===== src/rtl/aud_sport_pkg.sv =====
package aud_sport_pkg;

  typedef enum logic [1:0] {
    OSR_256 = 2'd0,
    OSR_384 = 2'd1,
    OSR_512 = 2'd2
  } osr_e;

  localparam int ST_TXRDY = 0;
  localparam int ST_RXRDY = 1;
  localparam int ST_UNDER = 2;
  localparam int ST_OVER  = 3;
  localparam int ST_RXCH  = 4;

  // master-clock ticks per half bit-clock period
  function automatic logic [3:0] half_ticks(input logic [1:0] osr, input logic f64);
    logic [3:0] m;
    case (osr)
      OSR_384: m = 4'd3;
      OSR_512: m = 4'd4;
      default: m = 4'd2;
    endcase
    return f64 ? m : {m[2:0], 1'b0};
  endfunction

endpackage


===== src/rtl/aud_sport_sync.sv =====
module aud_sport_sync #(
  parameter int W      = 1,
  parameter int STAGES = 2
) (
  input  logic         clk,
  input  logic         rst,
  input  logic [W-1:0] d,
  output logic [W-1:0] q
);
  logic [W-1:0] stg [STAGES];

  always_ff @(posedge clk) begin
    if (rst) stg[0] <= '0;
    else     stg[0] <= d;
  end

  for (genvar g = 1; g < STAGES; g++) begin : g_stage
    always_ff @(posedge clk) begin
      if (rst) stg[g] <= '0;
      else     stg[g] <= stg[g-1];
    end
  end

  assign q = stg[STAGES-1];
endmodule


===== src/rtl/aud_sport_clkgen.sv =====
module aud_sport_clkgen
  import aud_sport_pkg::*;
#(
  parameter int WORD_W = 32
) (
  input  logic       clk,
  input  logic       rst,
  input  logic       master,
  input  logic [1:0] osr,
  input  logic       f64,
  input  logic       mclk_s,
  input  logic       bclk_s,
  input  logic       lrclk_s,
  output logic       fall_ev,
  output logic       rise_ev,
  output logic       lr_ev,
  output logic       bclk_o,
  output logic       lrclk_o
);
  localparam int BW = $clog2(2*WORD_W);
  localparam logic [BW-1:0] LAST_S = BW'(WORD_W - 1);
  localparam logic [BW-1:0] LAST_L = BW'(2*WORD_W - 1);
  localparam logic [BW-1:0] MID_S  = BW'(WORD_W / 2);
  localparam logic [BW-1:0] MID_L  = BW'(WORD_W);

  logic          mclk_d, bclk_d;
  logic [3:0]    hcnt, half;
  logic [BW-1:0] bitcnt, bit_nxt, last;
  logic          tick, tog, lr_nxt;

  assign half    = half_ticks(osr, f64);
  assign last    = f64 ? LAST_L : LAST_S;
  assign tick    = mclk_s & ~mclk_d;
  assign tog     = master & tick & (hcnt == half - 4'd1);
  assign bit_nxt = (bitcnt == last) ? '0 : bitcnt + 1'b1;
  assign lr_nxt  = bit_nxt >= (f64 ? MID_L : MID_S);

  always_ff @(posedge clk) begin
    if (rst) begin
      mclk_d <= 1'b0;
      bclk_d <= 1'b0;
    end else begin
      mclk_d <= mclk_s;
      bclk_d <= bclk_s;
    end
  end

  always_ff @(posedge clk) begin
    if (rst || !master) begin
      hcnt    <= '0;
      bclk_o  <= 1'b0;
      lrclk_o <= 1'b0;
      bitcnt  <= last;
    end else if (tick) begin
      if (tog) begin
        hcnt   <= '0;
        bclk_o <= ~bclk_o;
        if (bclk_o) begin
          bitcnt  <= bit_nxt;
          lrclk_o <= lr_nxt;
        end
      end else begin
        hcnt <= hcnt + 4'd1;
      end
    end
  end

  always_comb begin
    if (master) begin
      fall_ev = tog & bclk_o;
      rise_ev = tog & ~bclk_o;
      lr_ev   = lr_nxt;
    end else begin
      fall_ev = bclk_d & ~bclk_s;
      rise_ev = ~bclk_d & bclk_s;
      lr_ev   = lrclk_s;
    end
  end
endmodule


===== src/rtl/aud_sport_shift.sv =====
module aud_sport_shift #(
  parameter int WORD_W = 32
) (
  input  logic              clk,
  input  logic              rst,
  input  logic              f64,
  input  logic              fall_ev,
  input  logic              rise_ev,
  input  logic              lr_ev,
  input  logic              sdi_s,
  input  logic [WORD_W-1:0] tx_word,
  output logic              sdo,
  output logic              slot_start,
  output logic              rx_fire,
  output logic              slot_chan,
  output logic [WORD_W-1:0] rx_word
);
  localparam int SHORT_W = WORD_W / 2;

  logic              lr_cur, started;
  logic [WORD_W-1:0] tx_sh, tx_nxt, rx_sh;

  assign slot_start = fall_ev & (lr_ev != lr_cur);
  assign rx_fire    = slot_start & started;
  assign slot_chan  = lr_cur;
  assign rx_word    = f64 ? rx_sh : {{SHORT_W{1'b0}}, rx_sh[SHORT_W-1:0]};

  always_comb begin
    if (slot_start) tx_nxt = f64 ? tx_word : {tx_word[SHORT_W-1:0], {SHORT_W{1'b0}}};
    else            tx_nxt = {tx_sh[WORD_W-2:0], 1'b0};
  end

  always_ff @(posedge clk) begin
    if (rst) begin
      lr_cur  <= 1'b1;
      started <= 1'b0;
      tx_sh   <= '0;
      sdo     <= 1'b0;
      rx_sh   <= '0;
    end else begin
      if (fall_ev) begin
        tx_sh <= tx_nxt;
        sdo   <= tx_nxt[WORD_W-1];
        if (slot_start) begin
          lr_cur  <= lr_ev;
          started <= 1'b1;
        end
      end
      if (rise_ev) rx_sh <= {rx_sh[WORD_W-2:0], sdi_s};
    end
  end
endmodule


===== src/rtl/aud_sport.sv =====
module aud_sport
  import aud_sport_pkg::*;
#(
  parameter int WORD_W      = 32,
  parameter int SYNC_STAGES = 2
) (
  input  logic              clk,
  input  logic              rst,
  input  logic              mode_master,
  input  logic [1:0]        ratio_sel,
  input  logic              frame64,
  input  logic              mclk_i,
  input  logic              bclk_i,
  input  logic              lrclk_i,
  input  logic              sdi,
  output logic              bclk_o,
  output logic              lrclk_o,
  output logic              sdo,
  input  logic              wr_en,
  input  logic              rd_en,
  input  logic              addr,
  input  logic [WORD_W-1:0] wdata,
  output logic [WORD_W-1:0] rdata,
  output logic              irq
);
  logic [3:0] raw_s;
  logic       fall_ev, rise_ev, lr_ev;
  logic       slot_start, rx_fire, slot_chan;
  logic [WORD_W-1:0] rx_word, tx_word, status;
  logic [WORD_W-1:0] tx_hold, tx_last, rx_hold;
  logic       tx_full, rx_valid, rx_chan, flag_under, flag_over;
  logic       wr_data, wr_stat, rd_data;

  aud_sport_sync #(.W(4), .STAGES(SYNC_STAGES)) u_sync (
    .clk(clk), .rst(rst),
    .d({mclk_i, bclk_i, lrclk_i, sdi}),
    .q(raw_s)
  );

  aud_sport_clkgen #(.WORD_W(WORD_W)) u_clkgen (
    .clk(clk), .rst(rst), .master(mode_master), .osr(ratio_sel), .f64(frame64),
    .mclk_s(raw_s[3]), .bclk_s(raw_s[2]), .lrclk_s(raw_s[1]),
    .fall_ev(fall_ev), .rise_ev(rise_ev), .lr_ev(lr_ev),
    .bclk_o(bclk_o), .lrclk_o(lrclk_o)
  );

  aud_sport_shift #(.WORD_W(WORD_W)) u_shift (
    .clk(clk), .rst(rst), .f64(frame64),
    .fall_ev(fall_ev), .rise_ev(rise_ev), .lr_ev(lr_ev), .sdi_s(raw_s[0]),
    .tx_word(tx_word), .sdo(sdo), .slot_start(slot_start), .rx_fire(rx_fire),
    .slot_chan(slot_chan), .rx_word(rx_word)
  );

  assign tx_word = tx_full ? tx_hold : tx_last;
  assign wr_data = wr_en & ~addr;
  assign wr_stat = wr_en & addr;
  assign rd_data = rd_en & ~addr;

  always_comb begin
    status           = '0;
    status[ST_TXRDY] = ~tx_full;
    status[ST_RXRDY] = rx_valid;
    status[ST_UNDER] = flag_under;
    status[ST_OVER]  = flag_over;
    status[ST_RXCH]  = rx_chan;
  end

  always_ff @(posedge clk) begin
    if (rst) begin
      tx_hold    <= '0;
      tx_last    <= '0;
      tx_full    <= 1'b0;
      rx_hold    <= '0;
      rx_valid   <= 1'b0;
      rx_chan    <= 1'b0;
      flag_under <= 1'b0;
      flag_over  <= 1'b0;
      rdata      <= '0;
      irq        <= 1'b0;
    end else begin
      if (wr_stat && wdata[ST_UNDER]) flag_under <= 1'b0;
      if (wr_stat && wdata[ST_OVER])  flag_over  <= 1'b0;
      if (slot_start) begin
        tx_last <= tx_word;
        tx_full <= 1'b0;
        if (!tx_full) flag_under <= 1'b1;
      end
      if (wr_data) begin
        tx_hold <= wdata;
        tx_full <= 1'b1;
      end
      if (rd_data) rx_valid <= 1'b0;
      if (rx_fire) begin
        rx_hold  <= rx_word;
        rx_chan  <= slot_chan;
        rx_valid <= 1'b1;
        if (rx_valid && !rd_data) flag_over <= 1'b1;
      end
      if (rd_en) rdata <= addr ? status : rx_hold;
      else       rdata <= '0;
      irq <= ~tx_full | rx_valid;
    end
  end
endmodule


===== config.mk =====
export PLATFORM = sky130hd
export DESIGN_NAME = aud_sport
export DESIGN_NICKNAME = d
export VERILOG_FILES = /design/src/rtl/aud_sport_pkg.sv /design/src/rtl/aud_sport_sync.sv /design/src/rtl/aud_sport_clkgen.sv /design/src/rtl/aud_sport_shift.sv /design/src/rtl/aud_sport.sv
export SDC_FILE = /design/constraint.sdc
export NUM_CORES = 1
export LEC_CHECK = 0
export BUFFER_PORTS_ARGS = -buffer_cell sky130_fd_sc_hd__buf_4
export CAP_MARGIN = 30
export CELL_PAD_IN_SITES_DETAIL_PLACEMENT = 1
export CELL_PAD_IN_SITES_GLOBAL_PLACEMENT = 1
export CORE_MARGIN = 3
export CORE_UTILIZATION = 42
export DETAILED_ROUTE_END_ITERATION = 8
export HOLD_SLACK_MARGIN = 0.03
export PLACE_DENSITY = 0.76
export SYNTH_ARGS = -nofsm -noshare
export SYNTH_HDL_FRONTEND = slang
export SYNTH_HIERARCHICAL = 1
export SYNTH_SLANG_ARGS = --single-unit

===== constraint.sdc =====
create_clock -name clk -period 3.7 [get_ports clk]
set_input_delay 0.74 -clock clk [delete_from_list [all_inputs] [get_ports clk]]
set_output_delay 0.74 -clock clk [all_outputs]
set_load 0.005 [all_outputs]

==> results of run 1 <==
-- final timing paths --
kind / endpoint / from / slack [ns]
worst max-delay path: rx_hold[5] / u_clkgen/bitcnt[0] / 0.45
worst min register to register: u_sync/stg[1][2] / u_sync/stg[0][2] / 0.44
worst min-delay path: u_sync/stg[0][3] / mclk_i / 0.44
worst max register to register: rx_hold[5] / u_clkgen/bitcnt[0] / 0.45
-- final cells by class --
type,instances,area [um2]
Clock buffer,35,712
Clock inverter,8,126
Fill cell,2354,10600
Inverter,6,22.5
Multi-Input combinational cell,629,4210
Sequential cell,222,4510
Tap cell,275,344
Timing Repair Buffer,98,798
-- critical path: cells and delay by family, from the launching register on --
kind | cells | cell delay (ns)
AO/OA/AOI/OAI | 3 | 0.57
XOR/XNOR | 2 | 0.40
adder cells (fa/ha/maj) | 2 | 0.57
buffers and inverters | 2 | 0.42
flip-flops | 1 | 0.47
multiplexers | 1 | 0.26
AND/OR/NAND/NOR | 3 | 0.43
-- cells in the final DEF (no fill, tap or decap), types with 2 or more instances in the layout --
cell         n
and3_1       2
clkbuf_8     7
and2_1      43
o21ai_0      4
nand3_1     22
bufinv_16    3
o2111ai_1   16
nand2_1    109
a41oi_1     16
nor3b_1     17
a21oi_1     39
nand4_1      3
nor2_1     132
ha_1         6
xor2_1       4
buf_4       93
mux2_4      27
clkbuf_16   24
buf_12       5
mux2i_1    104
mux2_2       5
a311oi_1    16
nand2b_1    22
xnor2_1      6
dfxtp_1    215
clkinv_2     4
inv_1        5
edfxtp_1     6
clkbuf_1     4
nor2b_1     12
-- flip-flops by register name, summed over array words and instances, names as in the netlist, 4 cells and up --
name             cells
u_clkgen/hcnt        4
rx_hold             32
u_shift/tx_sh       31
tx_hold             32
rdata               32
u_sync/stg           8
u_shift/rx_sh       32
tx_last             32
u_clkgen/bitcnt      6
-- power by group through the flow --
stage / clock (mW) / sequential [mW] / combinational (mW)
global placement: 0 / 2.51 / 0.344
detailed placement: 0 / 2.51 / 0.351
finish: 2.49 / 2.46 / 0.349
CTS: 2.57 / 2.46 / 0.353
global route: 2.65 / 2.46 / 0.386
floorplan: 0 / 2.50 / 0.250
-- kinds of logic (layout without fill, tap and decap cells) --
group,after synthesis,after routing,synth area share (%)
adder cells (fa/ha/maj),6,6,0.814
flip-flops,222,222,48.8
buffers and inverters,91,147,5.82
multiplexers,136,136,16.3
AND/OR/NAND/NOR,374,374,19.0
XOR/XNOR,13,13,1.52
AO/OA/AOI/OAI,100,100,7.71
-- per-layer routing --
metal	wire length, um	part of all wire (%)
met5	0	0
met4	263	1.3
met3	740	3.6
met2	9720	47
met1	9780	48
==> metrics.csv, run 1 <==
stage;metric;value;unit
sta;final.period_utilization;87.9;%
floorplan;die_w;154;um
logic_synthesis;synth_common_cells;216 x dfxtp_1, 132 x nor2_1, 110 x nand2_1;
grt;gr_util_met1;23.1;%
placement;gp_congestion;0.786;
placement;numPlacedInstances;1230;
floorplan;boundaryPins;81;
run_status;outcome;completed;
sta;hold_slack;0.439;ns
sta;sum_of_negative_setup_slack;0;ns
floorplan;die-height;154;um
finish;area_overhead_of_the_layout_relative_to_synthesis;16.2;%
grt;globalRoute.totalOverflow;0;
sta;max_slew.worst_pin.slew;0.735;ns
finish;final_area;10700;um2
sta;slew_headroom;51.0;%
clock_tree;clock_latency_on_the_worst_skew_pair;0.52;ns
worst_setup_path;cell_mode_on_critical_path;ha_1;
placement;dp_hpwl;13.4;mm
worst_setup_path;worst_ep_required_time;4.10;ns
sta;grt_setup_unrepaired;no;
logic_synthesis;yosys_most_used_dff;dfxtp_1;
placement;dpl-instance-area;9880;um2
hold_path;hold_class;input pin to flop;
logic_synthesis;ys_top_cells_by_area;dfxtp_1 47%, mux2i_1 11%, nor2_1 5.4%;
worst_setup_path;critPathArrivalTime;3.65;ns
floorplan;die_area;23800;um2
sta;timing.fmax;0.308;GHz
grt;grt_antenna_before_repair;0;
logic_synthesis;synthDominantAreaCellType;dfxtp_1;
clock_tree;post_cts.repair.setup_buffers;0;
placement;buffers_added_on_ports;80;
logic_synthesis;ys.warnings.count;6;
route;drt-initial-drc-count;333;
clock_tree;root_buffer;clkbuf_16;
clock_tree;cts-htree-levels;1;
clock_tree;worst_setup_hold_path_clk_slew;0.06;ns
pwr;swShare;22.4;%
floorplan;area_of_the_core_region;21300;um2
logic_synthesis;synth_area_per_cell;9.79;um2
pwr;internal_power;4.11;mW
route;routedWlPerCell;16.1;um
placement;pre_cts_ws;0.211;ns
pwr;total_leakage_power;4.04;nW
worst_setup_path;critical_path_peak_fanout;35;
pwr;power_density;495;nW/um2
floorplan;start_util;43.3;%
logic_synthesis;synth.lib_cells_used.distinct;50;
pwr;clock_power_share;47.0;%
worst_setup_path;start_kind;flop;
route;route.vias.total;6596;
clock_tree;sinks_on_clock_net;222;
pwr;vdd.ir_drop.worst;309;uV
sta;worst_clock_skew;0.0189;ns
route;detail_route.wirelength;20.5;mm
route;vias_per_cell;5.18;
finish;final_layout_size_suffix_gt1_share;18.4;%
logic_synthesis;synthMostInstantiatedCell;dfxtp_1;
logic_synthesis;mappedNetlistNets;993;
grt;pin_count_of_the_biggest_net_entering_global_routing;72;
job;max_cap_violations;0;
logic_synthesis;ys_seq_elements;222;
grt;grt_busiest_layer;met2;
clock_tree;cts-buffers-inserted;24;
route;drc;0;
clock_tree;cts_buffer_depth;3;
sta;finalSetupViolations;0;
finish;layout.cells.non_filler;1273;
clock_tree;cts.hold.buffers_added;0;
worst_setup_path;r2r.worst_path.cells;13;
pwr;combPwrFrac;6.6;%
finish;final_net_count;1032;
worst_setup_path;worst_path_largest_cell_delay;0.47;ns
pwr;net_switching_power;1.19;mW
grt;grt_pass1_vias;6731;
sta;timing.final.ws_setup;0.449;ns
worst_setup_path;crit_slowest_cell;edfxtp_1;
grt;groute.usage.overall;17.0;%
sta;final_hold_viol_count;0;
worst_setup_path;timing.critical_path.cells;ha_1 -> nand3_1 -> xor2_1 -> ha_1 -> a311oi_1 -> a311o_1 -> a21oi_1 -> buf_4 -> xor2_2 -> and3_2 -> buf_12 -> mux2i_1 -> nor2_1;
logic_synthesis;synthArstFlopShare;0;%
grt;use_met3;2.60;%
route;routed_antenna_nets;0;
pwr;final_total_pwr;5.30;mW
clock_tree;cts-resized-gates;0;
logic_synthesis;synth_edf_count;6;
route;detailedRoute.firstPassIterationCount;4;
logic_synthesis;post_synth_inst_count;942;
logic_synthesis;synth_largest_type_area_fraction;46.9;%
sta;timing_max_transition_violations_final;0;
floorplan;floorplan.rows;53;
pwr;power.share.sequential;46.4;%
clock_tree;clock_tree_from_tritoncts;built;
finish;fin_util;50.4;%
finish;n_antenna_cell;0;
logic_synthesis;seq_area_frac_synth;48.8;%
sta;post-route-min-period;3.25;ns
worst_setup_path;timing.critical_path.to_type;flop;
logic_synthesis;netlist_area;9220;um2
hold_path;min_path_cells;2;
worst_setup_path;setup.worst_path.class;flop to flop;
grt;grtUsageMet2;28.6;%
grt;grt_pass1_wl;34.4;mm
Power figures use the tool's default switching activity.
==> inputs of run 2 (changes only) <==
--- a/config.mk
+++ b/config.mk
@@ -10,10 +10,10 @@
 export CELL_PAD_IN_SITES_DETAIL_PLACEMENT = 1
 export CELL_PAD_IN_SITES_GLOBAL_PLACEMENT = 1
 export CORE_MARGIN = 3
-export CORE_UTILIZATION = 42
+export CORE_UTILIZATION = 40
 export DETAILED_ROUTE_END_ITERATION = 8
 export HOLD_SLACK_MARGIN = 0.03
-export PLACE_DENSITY = 0.76
+export PLACE_DENSITY = 0.73
 export SYNTH_ARGS = -nofsm -noshare
 export SYNTH_HDL_FRONTEND = slang
 export SYNTH_HIERARCHICAL = 1
==> run 2 against run 1 <==
- wire length grew 1.8%
- power rose by 5.4%
- sequential share of layout area fell by 0.67 points
- first-iteration DRC count is 16% lower
- core utilization fell by 1.4 points
- critical path type unchanged
==> metrics.csv, run 2 (synthesis results as in run 1) <==
stage;metric;value;unit
worst_setup_path;setup.worst_path.class;flop to flop;
grt;grt_antenna_before_repair;0;
pwr;power_density;513;nW/um2
finish;layout_commonest_cell;dfxtp_1;
pwr;clock_power_share;49.7;%
floorplan;die-height;158;um
sta;timing.final.ws_setup;0.477;ns
clock_tree;cts-resized-gates;0;
clock_tree;sinks_on_clock_net;222;
clock_tree;post_cts.repair.setup_buffers;0;
hold_path;worst_hold_startpoint;u_sync/stg[0][2];
worst_setup_path;worst_ep_required_time;4.09;ns
placement;gp_congestion;0.749;
sta;final.period_utilization;87.1;%
floorplan;die_w;158;um
worst_setup_path;ff2ff_setup_slack;0.48;ns
floorplan;floorplan.rows;54;
sta;timing.fmax;0.310;GHz
clock_tree;clock_tree_from_tritoncts;built;
placement;dp_hpwl;13.6;mm
worst_setup_path;critical_path_peak_fanout;17;
job;max_cap_violations;0;
route;detailedRoute.firstPassIterationCount;5;
worst_setup_path;timing.critical_path.to_type;flop;
clock_tree;cts-htree-levels;1;
worst_setup_path;worstReg2RegEnd;rx_hold[3];
floorplan;die_area;24900;um2
clock_tree;cts-buffers-inserted;25;
pwr;final_total_pwr;5.59;mW
worst_setup_path;crit_slowest_cell;edfxtp_1;
finish;area_overhead_of_the_layout_relative_to_synthesis;18.1;%
sta;grt_setup_unrepaired;no;
pwr;net_switching_power;1.25;mW
route;vias_per_cell;5.11;
route;route.vias.total;6571;
pwr;power.share.sequential;44.0;%
pwr;vdd.ir_drop.worst;286;uV
finish;n_antenna_cell;0;
worst_setup_path;timing.critical_path.cells;ha_1 -> and3_1 -> nor2_1 -> ha_1 -> nor2_1 -> a311o_1 -> a21oi_1 -> xor2_2 -> and3_2 -> buf_12 -> mux2i_1 -> nor2_1;
pwr;combPwrFrac;6.3;%
hold_path;hold_class;flop to flop;
pwr;internal_power;4.34;mW
finish;layout.cells.non_filler;1285;
sta;timing_max_transition_violations_final;0;
grt;groute.usage.overall;16.8;%
clock_tree;clock_latency_on_the_worst_skew_pair;0.53;ns
worst_setup_path;worst_path_largest_cell_delay;0.46;ns
run_status;outcome;completed;
sta;finalSetupViolations;0;
sta;sum_of_negative_setup_slack;0;ns
finish;final_net_count;1037;
sta;final_hold_viol_count;0;
pwr;swShare;22.4;%
worst_setup_path;crit_family;simple AND/OR/NAND/NOR gates;
sta;slew_headroom;56.5;%
worst_setup_path;start_kind;flop;
clock_tree;cts_buffer_depth;3;
worst_setup_path;crit_buf_inv;1;
hold_path;hold-path-endpoint;u_sync/stg[1][2];
placement;buffers_added_on_ports;80;
grt;pin_count_of_the_biggest_net_entering_global_routing;66;
worst_setup_path;cell_mode_on_critical_path;nor2_1;
placement;pre_cts_ws;0.170;ns
grt;grt_pass1_vias;6705;
grt;globalRoute.totalOverflow;0;
route;drc;0;
hold_path;min_path_cells;1;
route;drt-initial-drc-count;281;
floorplan;area_of_the_core_region;22200;um2
route;detail_route.wirelength;20.9;mm
floorplan;boundaryPins;81;
sta;max_slew.worst_pin.slew;0.652;ns
floorplan;start_util;41.5;%
finish;final_layout_size_suffix_gt1_share;19.1;%
clock_tree;root_buffer;clkbuf_16;
sta;worst_clock_skew;0.0302;ns
worst_setup_path;path_depth;12;
placement;numPlacedInstances;1239;
worst_setup_path;r2r.worst_path.cells;12;
grt;grt_pass1_wl;34.6;mm
worst_setup_path;reg2reg_from;u_clkgen/bitcnt[0];
clock_tree;worst_setup_hold_path_clk_slew;0.06;ns
route;routedWlPerCell;16.3;um
worst_setup_path;critPathArrivalTime;3.62;ns
finish;layout.cells.most_common_list;215 x dfxtp_1, 132 x nor2_1, 109 x nand2_1, 104 x mux2i_1, 95 x buf_4;
finish;fin_util;49.0;%
pwr;total_leakage_power;4.11;nW
clock_tree;cts.hold.buffers_added;0;
route;routed_antenna_nets;0;
sta;post-route-min-period;3.22;ns
-- run 2: cell types whose count changed in the layout (fill, tap and decap cells not counted), moves of 2 or more --
cell        change
clkinvlp_4      +2
buf_12          +2
clkbuf_16       +2
buf_4           +2
bufinv_16       +2
clkinv_2        -2
-- run 2: metal layers --
metal,global-route usage [%],up-vias,routed length (um),part of all wire [%]
met1,23.1,3178,10200,49
met3,2.65,23,667,3.2
met2,27.7,82,9630,46
met4,3.93,0,361,1.7
li1,-,3288,-,-
met5,0,-,0,0
-- run 2: worst register-to-register path, cell delays in order (launching register included) --
cell and delay (ns):
edfxtp_1 0.46, ha_1 0.29, and3_1 0.20, nor2_1 0.12
ha_1 0.22, nor2_1 0.07, a311o_1 0.37, a21oi_1 0.29
xor2_2 0.20, and3_2 0.37, buf_12 0.22, mux2i_1 0.23
nor2_1 0.06
-- run 2: layout make-up --
type | count | area (um2)
Inverter | 6 | 22.5
Multi-Input combinational cell | 629 | 4210
Clock inverter | 11 | 206
Sequential cell | 222 | 4510
Tap cell | 280 | 350
Clock buffer | 35 | 744
Timing Repair Buffer | 102 | 853
Fill cell | 2451 | 11300
-- run 2: stage by stage --
stage	hold WS, ns	cell area (um2)
after detailed placement	0.436	9940
after floorplan	0.414	9220
after global routing	0.436	10900
after CTS	0.429	10900
after global placement	0.418	9920
final	0.443	10900
-- run 2: power by group through the flow --
stage               Sequential (mW)  Combinational (mW)  Clock (mW)
floorplan                      2.50               0.250           0
global placement               2.52               0.339           0
detailed placement             2.51               0.354           0
CTS                            2.46               0.358        2.85
global route                   2.46               0.390        2.95
finish                         2.46               0.354        2.78
-- run 2: worst max path at each step --
| stage | startpoint | endpoint | slack [ns] |
|---|---|---|---|
| global route | u_clkgen/bitcnt[0] | rx_hold[3] | 0.28 |
| global placement | ratio_sel[1] | u_shift/tx_sh[17] | 0.21 |
| floorplan | frame64 | rx_hold[12] | 0.04 |
| finish | u_clkgen/bitcnt[0] | rx_hold[3] | 0.48 |
| detailed placement | ratio_sel[1] | u_shift/tx_sh[17] | 0.17 |
| CTS | u_clkgen/bitcnt[0] | rx_hold[3] | 0.47 |
==> inputs of run 3 (changes only) <==
--- a/config.mk
+++ b/config.mk
@@ -5,15 +5,16 @@
 export SDC_FILE = /design/constraint.sdc
 export NUM_CORES = 1
 export LEC_CHECK = 0
+export ABC_AREA = 1
 export BUFFER_PORTS_ARGS = -buffer_cell sky130_fd_sc_hd__buf_4
 export CAP_MARGIN = 30
 export CELL_PAD_IN_SITES_DETAIL_PLACEMENT = 1
 export CELL_PAD_IN_SITES_GLOBAL_PLACEMENT = 1
 export CORE_MARGIN = 3
-export CORE_UTILIZATION = 40
+export CORE_UTILIZATION = 39
 export DETAILED_ROUTE_END_ITERATION = 8
 export HOLD_SLACK_MARGIN = 0.03
-export PLACE_DENSITY = 0.73
+export PLACE_DENSITY = 0.75
 export SYNTH_ARGS = -nofsm -noshare
 export SYNTH_HDL_FRONTEND = slang
 export SYNTH_HIERARCHICAL = 1
==> run 3 against run 2 <==
- clock power down 7.2%
- critical path type unchanged
- non-clock buffer count down 3
- register-to-register slack worse by 0.06 ns
- die area up 6.2%
- first-iteration DRC count up 51%
- highest routed layer unchanged
- wire length up 15%
- synthesized area up 3.8%
- largest cell class unchanged
- core utilization down 2.6 points
- via count up 24%
- global-route usage up 1.6 points
- combinational power up 20%
==> metrics.csv, run 3 <==
stage;metric;value;unit
sta;grt_setup_unrepaired;no;
pwr;power_density;498;nW/um2
finish;final_layout_size_suffix_gt1_share;14.6;%
clock_tree;cts-htree-levels;1;
logic_synthesis;yosys_most_used_dff;dfxtp_1;
worst_setup_path;setup.worst_path.class;flop to flop;
logic_synthesis;synth_edf_count;6;
pwr;total_leakage_power;5.09;nW
job;max_cap_violations;0;
worst_setup_path;crit_family;simple AND/OR/NAND/NOR gates;
clock_tree;root_buffer;clkbuf_16;
clock_tree;cts.hold.buffers_added;0;
logic_synthesis;synth_area_per_cell;7.20;um2
grt;grt_antenna_before_repair;0;
clock_tree;clock_tree_from_tritoncts;built;
placement;gp_congestion;0.776;
floorplan;die_area;26500;um2
finish;fillerInstances;3053;
clock_tree;cts-buffers-inserted;26;
worst_setup_path;crit_buf_inv;4;
worst_setup_path;critical_path_peak_fanout;56;
grt;grt_pass1_vias;8547;
worst_setup_path;reg2reg_from;u_clkgen/bitcnt[0];
clock_tree;clock_latency_on_the_worst_skew_pair;0.52;ns
sta;timing.fmax;0.305;GHz
sta;sum_of_negative_setup_slack;0;ns
logic_synthesis;synthArstFlopShare;0;%
clock_tree;cts_buffer_depth;3;
logic_synthesis;synthDominantAreaCellType;dfxtp_1;
sta;final.period_utilization;88.6;%
run_status;outcome;completed;
logic_synthesis;synth_common_cells;297 x nor2_1, 277 x nand2_1, 216 x dfxtp_1;
grt;pin_count_of_the_biggest_net_entering_global_routing;60;
logic_synthesis;netlist_area;9570;um2
placement;dp_hpwl;15.9;mm
logic_synthesis;ys.warnings.count;6;
logic_synthesis;seq_area_frac_synth;47.1;%
worst_setup_path;worstReg2RegEnd;rx_hold[19];
finish;layout_commonest_cell;nor2_1;
worst_setup_path;worst_ep_required_time;4.14;ns
sta;worst_clock_skew;0.0104;ns
sta;final_hold_viol_count;0;
finish;area_overhead_of_the_layout_relative_to_synthesis;15.5;%
clock_tree;worst_setup_hold_path_clk_slew;0.06;ns
worst_setup_path;critPathArrivalTime;3.72;ns
sta;slew_headroom;43.1;%
worst_setup_path;ff2ff_setup_slack;0.42;ns
clock_tree;post_cts.repair.setup_buffers;0;
pwr;final_total_pwr;5.51;mW
worst_setup_path;path_depth;20;
sta;max_slew.worst_pin.slew;0.853;ns
floorplan;start_util;40.2;%
finish;layout.cells.most_common_list;297 x nor2_1, 277 x nand2_1, 216 x dfxtp_1, 145 x inv_1, 100 x o21ai_0;
finish;multiInputGateArea;3920;um2
floorplan;die-height;163;um
logic_synthesis;post_synth_inst_count;1330;
route;routed_antenna_nets;0;
floorplan;area_of_the_core_region;23800;um2
worst_setup_path;worst_path_largest_cell_delay;0.44;ns
sta;finalSetupViolations;0;
finish;final_net_count;1419;
grt;groute.usage.overall;18.4;%
finish;n_antenna_cell;0;
grt;globalRoute.totalOverflow;0;
logic_synthesis;synthMostInstantiatedCell;nor2_1;
route;routedWlPerCell;14.0;um
clock_tree;sinks_on_clock_net;222;
worst_setup_path;r2r.worst_path.cells;20;
hold_path;min_path_cells;2;
floorplan;boundaryPins;81;
grt;grt_pass1_wl;41.0;mm
route;route.vias.total;8129;
worst_setup_path;start_kind;flop;
route;vias_per_cell;4.76;
floorplan;floorplan.rows;56;
worst_setup_path;crit_slowest_cell;edfxtp_1;
pwr;vdd.ir_drop.worst;355;uV
route;drt-initial-drc-count;423;
floorplan;die_w;163;um
hold_path;hold_class;flop to flop;
logic_synthesis;mappedNetlistNets;1381;
route;detail_route.wirelength;23.9;mm
worst_setup_path;timing.critical_path.to_type;flop;
clock_tree;cts-resized-gates;0;
sta;timing_max_transition_violations_final;0;
placement;buffers_added_on_ports;80;
route;drc;0;
hold_path;worst_hold_startpoint;u_sync/stg[0][1];
worst_setup_path;timing.critical_path.cells;ha_1 -> nand3_1 -> nor2_1 -> nand2_1 -> nand2_1 -> nor2_1 -> ha_1 -> nand2_1 -> inv_1 -> nand4_1 -> a31oi_2 -> nand2_1 -> nand2_1 -> nor2_4 -> inv_2 -> nor2_1 -> inv_2 -> buf_12 -> o21ai_0 -> a21oi_1;
sta;post-route-min-period;3.28;ns
route;detailedRoute.firstPassIterationCount;4;
logic_synthesis;synth_largest_type_area_fraction;45.2;%
finish;register_area;4500;um2
worst_setup_path;cell_mode_on_critical_path;nand2_1;
logic_synthesis;ys_seq_elements;222;
logic_synthesis;ys_top_cells_by_area;dfxtp_1 45%, nor2_1 12%, nand2_1 11%;
hold_path;hold-path-endpoint;u_sync/stg[1][1];
logic_synthesis;synth.lib_cells_used.distinct;35;
[run 3: cell count changes in the layout (fill, tap and decap cells not counted), sizes merged, moves of 17 or more]
cell / before / now
and2: 44 / 0
mux2: 32 / 0
nor3b: 17 / 0
nor2: 133 / 301
nand3: 22 / 41
o21ai: 4 / 140
a21oi: 39 / 62
nand2b: 23 / 0
mux2i: 104 / 0
nand2: 110 / 294
inv: 7 / 155
[run 3: report_power, final]
part | internal, mW | switching (mW) | total [mW]
Combinational | 0.141 | 0.285 | 0.425
Clock | 1.59 | 0.995 | 2.58
Sequential | 2.46 | 0.0374 | 2.50
[run 3: final cells by class]
| type | count | area share [%] |
|---|---|---|
| Inverter | 155 | 5.40 |
| Sequential cell | 222 | 40.7 |
| Multi-Input combinational cell | 864 | 35.4 |
| Clock inverter | 5 | 0.577 |
| Timing Repair Buffer | 99 | 6.83 |
| Tap cell | 319 | 3.61 |
| Clock buffer | 42 | 7.45 |
[run 3: kinds of logic (layout without fill, tap and decap cells)]
kind of cell             count (synthesis)  count (layout)  synth area share, %
AND/OR/NAND/NOR                        642             642                 27.8
buffers and inverters                  244             301                 12.2
flip-flops                             222             222                 47.1
AO/OA/AOI/OAI                          212             212                 11.8
adder cells (fa/ha/maj)                  6               6                0.784
XOR/XNOR                                 4               4                0.366
[run 3: worst register-to-register path: stages, from the launching register on]
cell and delay [ns]:
edfxtp_1 0.44, ha_1 0.23, nand3_1 0.12, nor2_1 0.12
nand2_1 0.10, nand2_1 0.08, nor2_1 0.05, ha_1 0.29
nand2_1 0.06, inv_1 0.04, nand4_1 0.13, a31oi_2 0.28
nand2_1 0.12, nand2_1 0.11, nor2_4 0.05, inv_2 0.14
nor2_1 0.09, inv_2 0.12, buf_12 0.23, o21ai_0 0.19
a21oi_1 0.20
[run 3: layer usage]
layer | global-route usage [%] | routed length (um)
met1 | 23.3 | 11100
met2 | 33.2 | 11600
met3 | 2.59 | 649
met4 | 4.11 | 498
met5 | 0 | 0
[run 3: how the worst max path moves through the flow]
stage	start	endpoint	slack, ns
after floorplan	ratio_sel[0]	rx_hold[25]	0.61
after global placement	frame64	tx_last[26]	0.39
after detailed placement	frame64	rx_hold[22]	0.29
after CTS	u_clkgen/bitcnt[0]	rx_hold[19]	0.31
after global routing	u_clkgen/bitcnt[0]	rx_hold[28]	0.1
final	u_clkgen/bitcnt[0]	rx_hold[19]	0.42
[run 3: metrics by stage]
stage	utilization (%)	instance area (um2)	worst slack (ns)	instances	hold slack (ns)
floorplan	-	9570	0.605	1330	0.388
global placement	42.7	10200	0.389	1659	0.394
detailed placement	42.7	10200	0.290	1659	0.397
CTS	46.4	11100	0.313	1706	0.392
global route	46.4	11100	0.0960	1706	0.402
finish	46.4	11100	0.422	1706	0.400
